<file path="src/rtl/cbo_perm_pkg.sv">
package cbo_perm_pkg;

  typedef enum logic [1:0] {
    CBO_ZERO  = 2'd0,
    CBO_CLEAN = 2'd1,
    CBO_FLUSH = 2'd2,
    CBO_INVAL = 2'd3
  } cbo_op_e;

  localparam logic [1:0] PRIV_U = 2'd0;
  localparam logic [1:0] PRIV_S = 2'd1;
  localparam logic [1:0] PRIV_M = 2'd3;

  localparam int RES_W = 5;
  localparam logic [RES_W-1:0] RES_OK      = 5'd0;
  localparam logic [RES_W-1:0] RES_ILLEGAL = 5'd2;
  localparam logic [RES_W-1:0] RES_SFAULT  = 5'd15;
  localparam logic [RES_W-1:0] RES_VIRT    = 5'd22;

  localparam int SLOTS = 3;

  // Which enable slot governs an operation class.
  function automatic logic [1:0] enable_slot(cbo_op_e op);
    case (op)
      CBO_ZERO:  return 2'd0;
      CBO_INVAL: return 2'd2;
      default:   return 2'd1;
    endcase
  endfunction

  // Access rule once configuration checks have passed.
  function automatic logic access_granted(cbo_op_e op, logic ld, logic st);
    if (op == CBO_ZERO) return st;
    return ld | st;
  endfunction

endpackage

</file>
<file path="src/rtl/cbo_perm_decide.sv">
module cbo_perm_decide
  import cbo_perm_pkg::*;
(
  input  cbo_op_e                 op,
  input  logic [1:0]              priv,
  input  logic                    virt,
  input  logic [SLOTS-1:0]        m_en,
  input  logic [SLOTS-1:0]        h_en,
  input  logic [SLOTS-1:0]        s_en,
  input  logic                    load_ok,
  input  logic                    store_ok,
  output logic [RES_W-1:0]        code
);

  logic [1:0] slot;
  logic       m_bit, h_bit, s_bit;
  logic       below_m, at_u, s_or_lower;
  logic       m_block, v_block, s_block, acc_ok;

  assign slot       = enable_slot(op);
  assign m_bit      = m_en[slot];
  assign h_bit      = h_en[slot];
  assign s_bit      = s_en[slot];
  assign below_m    = (priv != PRIV_M);
  assign at_u       = (priv == PRIV_U);
  assign s_or_lower = (priv == PRIV_U) || (priv == PRIV_S);

  assign m_block = below_m & ~m_bit;
  assign v_block = virt & ((s_or_lower & ~h_bit) | (at_u & ~s_bit));
  assign s_block = ~virt & at_u & ~s_bit;
  assign acc_ok  = access_granted(op, load_ok, store_ok);

  always_comb begin
    if (m_block)      code = RES_ILLEGAL;
    else if (v_block) code = RES_VIRT;
    else if (s_block) code = RES_ILLEGAL;
    else if (!acc_ok) code = RES_SFAULT;
    else              code = RES_OK;
  end

endmodule

</file>
<file path="src/rtl/cbo_zero_seq.sv">
module cbo_zero_seq #(
  parameter int ADDR_W      = 32,
  parameter int BLOCK_BYTES = 64
) (
  input  logic              clk,
  input  logic              rst_n,
  input  logic              start,
  input  logic [ADDR_W-1:0] base,
  output logic              wr_valid,
  input  logic              wr_ready,
  output logic [ADDR_W-1:0] wr_addr,
  output logic [7:0]        wr_data,
  output logic              busy,
  output logic              done
);

  localparam int OFF_W = $clog2(BLOCK_BYTES);
  localparam logic [OFF_W-1:0] LAST = OFF_W'(BLOCK_BYTES - 1);

  logic [OFF_W-1:0]  cnt_q;
  logic [ADDR_W-1:0] base_q;
  logic              busy_q, done_q;
  logic              fire, last_fire;

  assign fire      = busy_q & wr_ready;
  assign last_fire = fire & (cnt_q == LAST);

  always_ff @(posedge clk or negedge rst_n) begin
    if (!rst_n) begin
      busy_q <= 1'b0;
      done_q <= 1'b0;
      cnt_q  <= '0;
      base_q <= '0;
    end else begin
      done_q <= last_fire;
      if (start && !busy_q) begin
        busy_q <= 1'b1;
        cnt_q  <= '0;
        base_q <= base;
      end else if (fire) begin
        cnt_q <= cnt_q + 1'b1;
        if (last_fire) busy_q <= 1'b0;
      end
    end
  end

  assign wr_valid = busy_q;
  assign wr_addr  = base_q | ADDR_W'(cnt_q);
  assign wr_data  = 8'h00;
  assign busy     = busy_q;
  assign done     = done_q;

endmodule

</file>
<file path="src/rtl/cbo_perm_check.sv">
module cbo_perm_check
  import cbo_perm_pkg::*;
#(
  parameter int ADDR_W      = 32,
  parameter int BLOCK_BYTES = 64
) (
  input  logic              clk,
  input  logic              rst_n,
  input  logic              req_valid,
  output logic              req_ready,
  input  logic [1:0]        req_op,
  input  logic [1:0]        req_priv,
  input  logic              req_virt,
  input  logic [2:0]        m_en,
  input  logic [2:0]        h_en,
  input  logic [2:0]        s_en,
  input  logic [ADDR_W-1:0] req_addr,
  input  logic              load_ok,
  input  logic              store_ok,
  output logic              rsp_valid,
  output logic [4:0]        rsp_code,
  output logic [ADDR_W-1:0] rsp_base,
  output logic              wr_valid,
  input  logic              wr_ready,
  output logic [ADDR_W-1:0] wr_addr,
  output logic [7:0]        wr_data,
  output logic              zero_done
);

  localparam int OFF_W = $clog2(BLOCK_BYTES);
  localparam logic [ADDR_W-1:0] ALIGN_MASK = ~ADDR_W'(BLOCK_BYTES - 1);

  cbo_op_e           op;
  logic [RES_W-1:0]  code_now;
  logic [ADDR_W-1:0] base_now;
  logic              accept, seq_start, seq_busy;
  logic              rsp_valid_q;
  logic [RES_W-1:0]  rsp_code_q;
  logic [ADDR_W-1:0] rsp_base_q;

  assign op        = cbo_op_e'(req_op);
  assign base_now  = req_addr & ALIGN_MASK;
  assign req_ready = ~seq_busy;
  assign accept    = req_valid & req_ready;
  assign seq_start = accept & (op == CBO_ZERO) & (code_now == RES_OK);

  cbo_perm_decide u_decide (
    .op       (op),
    .priv     (req_priv),
    .virt     (req_virt),
    .m_en     (m_en),
    .h_en     (h_en),
    .s_en     (s_en),
    .load_ok  (load_ok),
    .store_ok (store_ok),
    .code     (code_now)
  );

  always_ff @(posedge clk or negedge rst_n) begin
    if (!rst_n) begin
      rsp_valid_q <= 1'b0;
      rsp_code_q  <= RES_OK;
      rsp_base_q  <= '0;
    end else begin
      rsp_valid_q <= accept;
      if (accept) begin
        rsp_code_q <= code_now;
        rsp_base_q <= base_now;
      end
    end
  end

  cbo_zero_seq #(
    .ADDR_W      (ADDR_W),
    .BLOCK_BYTES (BLOCK_BYTES)
  ) u_seq (
    .clk      (clk),
    .rst_n    (rst_n),
    .start    (seq_start),
    .base     (base_now),
    .wr_valid (wr_valid),
    .wr_ready (wr_ready),
    .wr_addr  (wr_addr),
    .wr_data  (wr_data),
    .busy     (seq_busy),
    .done     (zero_done)
  );

  assign rsp_valid = rsp_valid_q;
  assign rsp_code  = rsp_code_q;
  assign rsp_base  = rsp_base_q;

  if (OFF_W < 1) begin : g_bad_block
    initial $error("BLOCK_BYTES must be at least 2");
  end

endmodule

</file>
<file path="config.mk">
export PLATFORM = sky130hd
export DESIGN_NAME = cbo_perm_check
export DESIGN_NICKNAME = d
export VERILOG_FILES = /design/src/rtl/cbo_perm_pkg.sv /design/src/rtl/cbo_perm_decide.sv /design/src/rtl/cbo_zero_seq.sv /design/src/rtl/cbo_perm_check.sv
export SDC_FILE = /design/constraint.sdc
export NUM_CORES = 1
export LEC_CHECK = 0
export BUFFER_PORTS_ARGS = -buffer_cell sky130_fd_sc_hd__buf_2
export CORE_MARGIN = 5
export CORE_UTILIZATION = 47
export CTS_CLUSTER_DIAMETER = 200
export DETAILED_ROUTE_END_ITERATION = 7
export GPL_ROUTABILITY_DRIVEN = 0
export GPL_TIMING_DRIVEN = 0
export PLACE_DENSITY = 0.8
export SLEW_MARGIN = 20
export SYNTH_ARGS = -nofsm -noshare
export SYNTH_HDL_FRONTEND = slang
export SYNTH_SLANG_ARGS = --single-unit
</file>
<file path="constraint.sdc">
create_clock -name clk -period 2.46 [get_ports clk]
set_clock_uncertainty 0.05 [all_clocks]
set_input_delay 0.492 -clock clk [delete_from_list [all_inputs] [get_ports clk]]
set_output_delay 0.492 -clock clk [all_outputs]
set_load 0.02 [all_outputs]
</file>
==> results of run 1 <==
registers in the layout, summed over array words and instances, names as in the netlist:
register,flops
rsp_valid,1
u_seq.busy,1
u_seq.base_q,26
rsp_base,26
u_seq.cnt_q,6
u_seq.done,1
rsp_code,4
cell usage in the layout (no fill, tap or decap), types with 2 or more instances in the layout:
cell                          n
sky130_fd_sc_hd__nand3_1      2
sky130_fd_sc_hd__dfrtp_1     65
sky130_fd_sc_hd__buf_6        3
sky130_fd_sc_hd__nand3b_1     2
sky130_fd_sc_hd__a21boi_0     2
sky130_fd_sc_hd__inv_1        6
sky130_fd_sc_hd__xnor2_1      4
sky130_fd_sc_hd__mux2_2       3
sky130_fd_sc_hd__bufinv_16    3
sky130_fd_sc_hd__nor2_1       3
sky130_fd_sc_hd__clkbuf_8    10
sky130_fd_sc_hd__o21ai_0      4
sky130_fd_sc_hd__and2_1       6
sky130_fd_sc_hd__mux2i_1      3
sky130_fd_sc_hd__nand4_1      2
sky130_fd_sc_hd__buf_2      111
sky130_fd_sc_hd__nand2_1     92
sky130_fd_sc_hd__mux2_4      23
sky130_fd_sc_hd__a21oi_1      2
sky130_fd_sc_hd__clkinv_4     2
sky130_fd_sc_hd__buf_12       3
sky130_fd_sc_hd__buf_4       16
sky130_fd_sc_hd__conb_1      14
sky130_fd_sc_hd__clkbuf_1     5
kinds of logic (layout without fill, tap and decap cells):
| kind of cell | count (synthesis) | after routing | share of synthesized area |
|---|---|---|---|
| AO/OA/AOI/OAI | 13 | 13 | 0.0313 |
| XOR/XNOR | 5 | 5 | 0.0150 |
| adder cells (fa/ha/maj) | 3 | 3 | 0.0129 |
| buffers and inverters | 32 | 161 | 0.0781 |
| flip-flops | 65 | 65 | 0.558 |
| multiplexers | 29 | 29 | 0.140 |
| other | 1 | 14 | 0.00129 |
| AND/OR/NAND/NOR | 113 | 113 | 0.163 |
layout make-up:
type / instances / area, µm² / area share
sequential: 65 / 1630 / 0.416
multi-input combinational: 177 / 1130 / 0.288
timing repair buffer: 113 / 583 / 0.149
buffer: 26 / 209 / 0.0534
clock buffer: 10 / 138 / 0.0352
clock inverter: 6 / 115 / 0.0294
tap: 75 / 93.8 / 0.0240
inverter: 6 / 22.5 / 0.00575
path summary, 6_finish.rpt:
path | cells past startpoint | startpoint | to
worst max-delay path | 10 | req_op[0] | u_seq.base_q[18]
worst min-delay path | 1 | rst_n | u_seq.done
worst max register to register | 6 | u_seq.busy | u_seq.base_q[18]
worst min register to register | 1 | rsp_code[2] | rsp_code[2]
max in group asynchronous | 2 | rst_n | rsp_code[2]
min in group clk | 3 | req_addr[7] | rsp_base[7]
stage by stage:
step	instances	hold WS [ns]	setup WS, ns	TNS [ns]	power [µW]
CTS	478	0.0375	0.194	0	3390
detailed placement	462	0.407	-0.178	-3.86	2240
global placement	461	0.405	-0.154	-3.31	2210
floorplan	274	0.146	0.0311	0	1910
finish	478	0.0435	0.187	0	3350
global route	478	0.0510	0.123	0	3540
where the power goes:
group / internal [µW] / leakage (µW) / switching [µW]
clock: 704 / 0.000123 / 429
combinational: 322 / 0.00139 / 518
sequential: 1250 / 0.000890 / 127
routing by layer:
layer	wire length [µm]	up-vias	part of all wire
met5	0	-	0
met4	89	0	0.013
met3	626	8	0.091
met2	3430	97	0.50
met1	2730	1056	0.40
li1	-	1085	-
==> summary.md, run 1 <==
| Metric | Value |
|---|---|
| Area growth from synthesis to layout | `34.2%` |
| Register-to-Register Setup Slack | `around 0.46 ns` |
| Syn. warnings | `0` |
| CTS root buffer | `sky130_fd_sc_hd__clkbuf_8` |
| Clock latency at the later pin of the worst-skew pair | `between 0.3 and 0.4 ns` |
| Initial Util | `0.487` |
| Count of max-cap constraint violations | `0` |
| Critical Path, Cell by Cell | `buf_2 > inv_1 > ha_4 > nand3b_1 > nand3_1 > nand4_1 > or4_4 > buf_6 > buf_12 > mux2_4` |
| Final cell area excluding filler cells | `around 4000 µm²` |
| Master of the slowest instance on the critical path | `sky130_fd_sc_hd__or4_4` |
| Routed wire per std cell | `about 14 µm` |
| Prevailing post-synth register cell | `sky130_fd_sc_hd__dfrtp_1` |
| GRT busiest layer | `met2` |
| Largest incremental delay on the critical path | `0.49 ns` |
| Register bit total from synthesis | `65` |
| Critical path data required time | `around 2.6 ns` |
| Min Clock Period, post-route | `approximately 2.3 ns` |
| Achievable Freq | `approximately 0.44 GHz` |
| Pre-antenna DRT Iters | `4` |
| Max Root-Sink Buffers | `2` |
| Total Wirelength | `approximately 6900 µm` |
| Library cell with the largest summed area after synthesis | `sky130_fd_sc_hd__dfrtp_1` |
| Leakage power total | `0.00240 µW` |
| Number of global-route vias before repair | `2351` |
| Vias per cell | `roughly 4.7` |
| Clock transition time at the flip-flop clock pins of the worst setup and hold paths | `approximately 0.07 ns` |
| Fraction of registers with async set or reset after synthesis | `1.00` |
| Global routing usage on met3 | `0.0708` |
| Worst-case vdd ir drop | `approximately 0.54 mV` |
| I/O pins | `~130` |
| DRC Markers | `0` |
| Y dimension of the die | `just under 90 µm` |
| Share of cells above drive strength 1 | `0.447` |
| Number of rows created at floorplan | `28` |
| Met1 usage | `0.224` |
| Antenna Nets Post-Route | `0` |
| Hold violation count in the final report | `0` |
| Startpoint-to-endpoint class of the critical path | `in -> reg` |
| Met2 Usage GRT | `0.318` |
| Final nets | `between 400 and 500` |
| Cell area power density | `about 860 nW/µm²` |
| Area inside the core boundary | `approximately 6000 µm²` |
| Number of sinks handled by clock tree synthesis | `65` |
| Number of enable-type register cells in the synthesized netlist | `0` |
| Total cell area at the placement stage | `3660 µm²` |
| Area of the mapped netlist | `2920 µm²` |
| Slew margin rel. | `0.666` |
| Most repeated cell in the gate-level netlist after synthesis | `sky130_fd_sc_hd__nand2_1` |
| HP Class | `in -> async` |
| Die outline width | `~89 µm` |
| Overall Global Routing Usage | `0.189` |
| Count of mapped cells out of synthesis | `~260` |
| Avg Inst Size Synth | `~11 µm²` |
| Number of antenna diodes | `0` |
| Drt initial violations | `45` |
| Outcome | `finished, final reports clean` |
| Number of buffers created by CTS | `9` |
| Critical path fanouts, max | `10` |
| Combined buffer and inverter count along the critical path | `4` |
| Critical Path Source Type | `input port` |
| Number of max-slew violations in the final report | `0` |
| RSZ-0062 raised after global routing | `no` |
| Sequential fraction of the synthesis area | `0.558` |
| First-pass GRT wire length | `approximately 11000 µm` |
| Cell family contributing the most delay on the critical path | `simple AND/OR/NAND/NOR gates` |
| Die Outline Area | `between 7000 and 8000 µm²` |
| Maximum number of pins on one net before global-route repair | `34` |
| Transition time at the pin with the least slew margin | `around 0.5 ns` |
| Fill cell instance count of the final layout | `between 400 and 500` |
| Vias | `~2200` |
| Buffers inserted during post-CTS setup optimization | `0` |
| Antenna violations before repair | `0` |
| Final cell utilization of the core | `0.653` |
| Largest cells by area after synthesis | `sky130_fd_sc_hd__dfrtp_1 56%, sky130_fd_sc_hd__mux2_4 12%, sky130_fd_sc_hd__nand2_1 12%, sky130_fd_sc_hd__buf_4 4.1%, sky130_fd_sc_hd__buf_12 1.4%` |
| Final setup vio count | `0` |
| Critical Path AT | `roughly 2.5 ns` |
| Proportion of netlist area held by the largest area contributor | `0.558` |
| Number of cells upsized or downsized after cts | `0` |
| Synth unique cells | `34` |
| Input/output buffers | `112` |
| DP Wirelength | `5190 µm` |
| Worst setup EP type | `flip-flop` |
| Top cells by instance count after synthesis | `92 x sky130_fd_sc_hd__nand2_1, 65 x sky130_fd_sc_hd__dfrtp_1, 23 x sky130_fd_sc_hd__mux2_4` |
| Clock tree from TritonCTS | `yes` |
| Depth of the CTS H-tree | `3` |
| Hold buffer count at CTS | `0` |
| Period utilisation layout | `0.924` |
| Overflow after GRT | `0` |
Note: power is estimated with default switching activity, not from simulation.
==> inputs of run 2 (changes only) <==
Settings changed: CORE_ASPECT_RATIO from default to 2, PLACE_DENSITY 0.8 to 0.84.
==> run 2 against run 1 <==
Effect of this change:
- die area grew 1.2%
- critical path type unchanged
- power grew 1.0%
- hold slack gained 0.16 ns
- largest cell class unchanged
- cell count shrank 2.7%
==> summary.md, run 2 (synthesized netlist as in run 1, its figures left out) <==
| Metric | Value |
|---|---|
| Drt initial violations | `~190` |
| RSZ-0062 raised after global routing | `no` |
| Sum Neg Setup Slack | `0 ns` |
| Critical path fanouts, max | `10` |
| Slew margin rel. | `0.468` |
| Largest incremental delay on the critical path | `approximately 0.48 ns` |
| Area inside the core boundary | `approximately 6000 µm²` |
| Master of the slowest instance on the critical path | `sky130_fd_sc_hd__or4_4` |
| Clock transition time at the flip-flop clock pins of the worst setup and hold paths | `0.05 ns` |
| Achievable Freq | `between 0.4 and 0.5 GHz` |
| Transition time at the pin with the least slew margin | `0.798 ns` |
| Count of max-cap constraint violations | `0` |
| Routed wire per std cell | `approximately 15 µm` |
| Hold buffer count at CTS | `0` |
| Die outline width | `about 66 µm` |
| Number of max-slew violations in the final report | `0` |
| Overall Global Routing Usage | `0.189` |
| Buffers inserted during post-CTS setup optimization | `0` |
| Vias | `2301` |
| Clock latency at the later pin of the worst-skew pair | `between 0.3 and 0.4 ns` |
| Final cell area excluding filler cells | `between 3000 and 4000 µm²` |
| Startpoint-to-endpoint class of the critical path | `in -> reg` |
| CTS root buffer | `sky130_fd_sc_hd__clkbuf_16` |
| Period utilisation layout | `0.936` |
| Y dimension of the die | `around 120 µm` |
| Antenna Nets Post-Route | `0` |
| Most common cell after layout, fill and taps aside | `sky130_fd_sc_hd__buf_2` |
| Vias per cell | `between 4 and 5` |
| Number of sinks handled by clock tree synthesis | `65` |
| Final nets | `roughly 450` |
| DP Wirelength | `5460 µm` |
| Critical Path, Cell by Cell | `buf_2 > inv_1 > ha_4 > nand3b_1 > nand3_1 > nand4_1 > or4_4 > buf_6 > buf_12 > mux2_4` |
| Max Root-Sink Buffers | `2` |
| Leakage power total | `roughly 0.0024 µW` |
| Min Clock Period, post-route | `~2.3 ns` |
| Input/output buffers | `approximately 110` |
| Placed Instances | `~450` |
| Overflow after GRT | `0` |
| Critical Path Source Type | `input port` |
| Post-route insts no fill | `~470` |
| Number of cells upsized or downsized after cts | `0` |
| Depth of the CTS H-tree | `3` |
| Number of rows created at floorplan | `40` |
| Final setup vio count | `0` |
| Die Outline Area | `~8000 µm²` |
| Outcome | `finished, final reports clean` |
| DRC Markers | `0` |
| Critical Path AT | `2.45 ns` |
| Worst setup EP type | `flip-flop` |
| Initial Util | `0.486` |
| Total cell area at the placement stage | `roughly 3600 µm²` |
| Fill cell instance count of the final layout | `between 400 and 500` |
| Worst-case vdd ir drop | `roughly 0.42 mV` |
| Share of cells above drive strength 1 | `0.440` |
| Total Wirelength | `approximately 7000 µm` |
| HP Class | `in -> async` |
| Number of antenna diodes | `0` |
| Maximum number of pins on one net before global-route repair | `between 60 and 70` |
| First-pass GRT wire length | `11400 µm` |
| Commonest cells after routing, fill and taps aside | `111 x sky130_fd_sc_hd__buf_2, 92 x sky130_fd_sc_hd__nand2_1, 65 x sky130_fd_sc_hd__dfrtp_1` |
| Cell area power density | `867 nW/µm²` |
| Number of global-route vias before repair | `~2400` |
| Antenna violations before repair | `0` |
| Clock tree from TritonCTS | `yes` |
| Critical path data required time | `approximately 2.6 ns` |
| Pre-antenna DRT Iters | `4` |
| Area growth from synthesis to layout | `33.8%` |
| Hold violation count in the final report | `0` |
| Number of buffers created by CTS | `9` |
| I/O pins | `~130` |
-- run 2: final cells by class --
class,count,area [µm²],area share
buffer,26,209,0.0536
clock buffer,13,260,0.0667
clock inverter,3,15.0,0.00385
inverter,6,22.5,0.00577
multi-input combinational,177,1130,0.289
sequential,65,1630,0.417
tap,63,78.8,0.0202
timing repair buffer,112,563,0.144
-- run 2: power by group --
group	internal [µW]	switching (µW)	total, µW
Combinational	320	531	851
Clock	731	422	1150
Sequential	1250	127	1380
-- run 2: per-stage QoR --
step	hold WS, ns	worst slack, ns	util	total power, µW
floorplan	0.146	0.0311	-	1910
global placement	0.404	-0.156	0.603	2210
detailed placement	0.407	-0.174	0.604	2250
CTS	0.231	0.166	0.650	3410
global route	0.286	0.0716	0.650	3550
finish	0.206	0.158	0.650	3380
-- run 2: path summary, 6_finish.rpt --
path | startpoint | to | slack, ns | depth (start not counted)
max | req_op[0] | u_seq.base_q[22] | 0.16 | 10
min | rst_n | u_seq.base_q[16] | 0.21 | 1
max reg2reg | u_seq.busy | u_seq.base_q[22] | 0.46 | 6
min reg2reg | rsp_base[12] | rsp_base[12] | 0.42 | 2
max in group asynchronous | rst_n | u_seq.base_q[23] | 1.62 | 1
min in group clk | req_addr[8] | rsp_base[8] | 0.32 | 3
-- run 2: critical path, delay by kind of cell --
kind | cells | cell delay (ns)
adder cells (fa/ha/maj) | 1 | 0.23
buffers and inverters | 4 | 0.51
multiplexers | 1 | 0.30
AND/OR/NAND/NOR | 4 | 0.91
-- run 2: routing by layer --
layer	GRT usage	wire length (µm)	vias up
li1	-	-	1082
met1	0.198	2580	1126
met2	0.334	3970	81
met3	0.0463	407	12
met4	0.103	187	0
met5	0	0	-
==> inputs of run 3 (changes only) <==
Settings changed: GPL_TIMING_DRIVEN 0 to 1.
==> run 3 against run 2 <==
Effect of this change:
- clock-buffer cell count up 1
- die area did not move
- global-route usage is 0.50 points higher
- combinational power shrank 2%
- sequential cell count stayed put
- critical path depth decreased by 1
- critical path type unchanged
==> summary.md, run 3 (synthesized netlist as in run 1, its figures left out) <==
| Metric | Value |
|---|---|
| Achievable Freq | `0.447 GHz` |
| DP Wirelength | `roughly 5400 µm` |
| Clock tree from TritonCTS | `yes` |
| Critical Path AT | `2.39 ns` |
| Reg2reg start | `u_seq.busy` |
| Outcome | `finished, final reports clean` |
| Buffers inserted during post-CTS setup optimization | `0` |
| Commonest cells after routing, fill and taps aside | `112 x sky130_fd_sc_hd__buf_2, 92 x sky130_fd_sc_hd__nand2_1, 65 x sky130_fd_sc_hd__dfrtp_1` |
| Master of the slowest instance on the critical path | `sky130_fd_sc_hd__or4_4` |
| Share of cells above drive strength 1 | `0.433` |
| Number of cells upsized or downsized after cts | `0` |
| Placed Instances | `~430` |
| Depth of the CTS H-tree | `3` |
| Largest incremental delay on the critical path | `between 0.5 and 0.6 ns` |
| Input/output buffers | `about 110` |
| First-pass GRT wire length | `about 11000 µm` |
| PnR Total Power | `between 3000 and 4000 µW` |
| Overflow after GRT | `0` |
| Startpoint-to-endpoint class of the critical path | `in -> reg` |
| Antenna Nets Post-Route | `0` |
| Number of buffers created by CTS | `9` |
| Number of sinks handled by clock tree synthesis | `65` |
| Critical path data required time | `between 2 and 3 ns` |
| Area growth from synthesis to layout | `30.7%` |
| I/O pins | `133` |
| DRC Markers | `0` |
| Leakage power total | `between 0.002 and 0.0025 µW` |
| Number of global-route vias before repair | `roughly 2300` |
| Number of max-slew violations in the final report | `0` |
| Register-to-Register Setup Slack | `about 0.62 ns` |
| RSZ-0062 raised after global routing | `no` |
| Drt initial violations | `149` |
| CTS root buffer | `sky130_fd_sc_hd__clkbuf_16` |
| Final setup vio count | `0` |
| FF-to-FF path depth | `5` |
| Vias per cell | `4.93` |
| Antenna violations before repair | `0` |
| Worst-case vdd ir drop | `between 0.4 and 0.5 mV` |
| Most common cell after layout, fill and taps aside | `sky130_fd_sc_hd__buf_2` |
| Initial Util | `0.486` |
| Transition time at the pin with the least slew margin | `between 0.6 and 0.7 ns` |
| Worst setup EP type | `flip-flop` |
| Critical Path, Cell by Cell | `buf_2 > inv_1 > ha_4 > nand3b_1 > nand3_1 > nand4_1 > or4_4 > buf_4 > mux2_4` |
| Maximum number of pins on one net before global-route repair | `32` |
| Number of rows created at floorplan | `40` |
| Max Root-Sink Buffers | `2` |
| Period utilisation layout | `0.910` |
| Y dimension of the die | `121 µm` |
| Crit Reg-Reg Endpoint | `u_seq.base_q[10]` |
| Critical path fanouts, max | `9` |
| Slew margin rel. | `0.554` |
| Critical Path Source Type | `input port` |
| Die outline width | `65.7 µm` |
| Vias | `2213` |
| Final nets | `436` |
| Hold buffer count at CTS | `0` |
| Cell area power density | `just over 900 nW/µm²` |
| Clock latency at the later pin of the worst-skew pair | `between 0.3 and 0.4 ns` |
| Count of max-cap constraint violations | `0` |
| Min Clock Period, post-route | `around 2.2 ns` |
| Pre-antenna DRT Iters | `4` |
| Clock transition time at the flip-flop clock pins of the worst setup and hold paths | `roughly 0.05 ns` |
| Die Outline Area | `between 7000 and 8000 µm²` |
| Routed wire per std cell | `approximately 16 µm` |
| Hold violation count in the final report | `0` |
| Post-route insts no fill | `~450` |
| HP Class | `in -> async` |
| Area inside the core boundary | `between 6000 and 7000 µm²` |
| Total Wirelength | `just over 7000 µm` |
| Overall Global Routing Usage | `0.194` |
| Number of antenna diodes | `0` |
-- run 3: changes by cell type in the layout (fill, tap and decap cells not counted) --
cell                        before  now
sky130_fd_sc_hd__buf_4          16    9
sky130_fd_sc_hd__clkbuf_1        7    2
sky130_fd_sc_hd__buf_6           3    0
sky130_fd_sc_hd__clkinv_2        3    1
sky130_fd_sc_hd__buf_1           1    0
sky130_fd_sc_hd__buf_12          2    1
sky130_fd_sc_hd__buf_2         111  112
sky130_fd_sc_hd__bufinv_16       0    1
sky130_fd_sc_hd__clkbuf_8        2    3
-- run 3: through the flow --
stage          setup WS [ns]  hold slack [ns]  instance area, µm²  setup TNS (ns)  utilization
2_1_floorplan         0.0311            0.146                2980               0            -
3_5_place_dp          -0.128            0.409                3500           -2.83        0.583
4_1_cts                0.217            0.166                3810               0        0.635
6_report               0.221            0.150                3810               0        0.635
3_3_place_gp         -0.0753            0.404                3500           -1.54        0.583
5_1_grt                0.150            0.199                3810               0        0.635
-- run 3: worst max-delay path by stage --
stage / depth (start not counted) / slack, ns / end / start
after global routing: 9 / 0.15 / u_seq.base_q[9] / req_op[0]
after global placement: 9 / -0.08 / u_seq.base_q[9] / req_op[0]
final: 9 / 0.22 / u_seq.base_q[10] / req_op[0]
after CTS: 9 / 0.22 / u_seq.base_q[10] / req_op[0]
after floorplan: 9 / 0.03 / u_seq.base_q[10] / req_op[0]
after detailed placement: 9 / -0.13 / u_seq.base_q[10] / req_op[0]
-- run 3: area by class of cell --
cell class / instances / area [µm²]
sequential: 65 / 1630
multi-input combinational: 177 / 1130
clock buffer: 14 / 274
clock inverter: 2 / 35.0
fill: 479 / 2190
inverter: 6 / 22.5
tap: 63 / 78.8
timing repair buffer: 122 / 648
-- run 3: where the power goes --
part	switching [µW]	internal, µW	total, µW
logic	529	309	838
registers	136	1250	1390
clock network	427	865	1290
total	1090	2430	3520
-- run 3: critical path, delay by kind of cell --
kind	cells	cell delay, ns
buffers and inverters	3	0.41
adder cells (fa/ha/maj)	1	0.23
multiplexers	1	0.31
AND/OR/NAND/NOR	4	0.94
-- run 3: layer usage --
metal  vias to the layer above  track usage  wire [µm]
met3                        13       0.0500        407
li1                       1050            -          -
met1                      1069        0.200       2530
met5                         -            0          0
met2                        81        0.346       4030
met4                         0        0.101        190
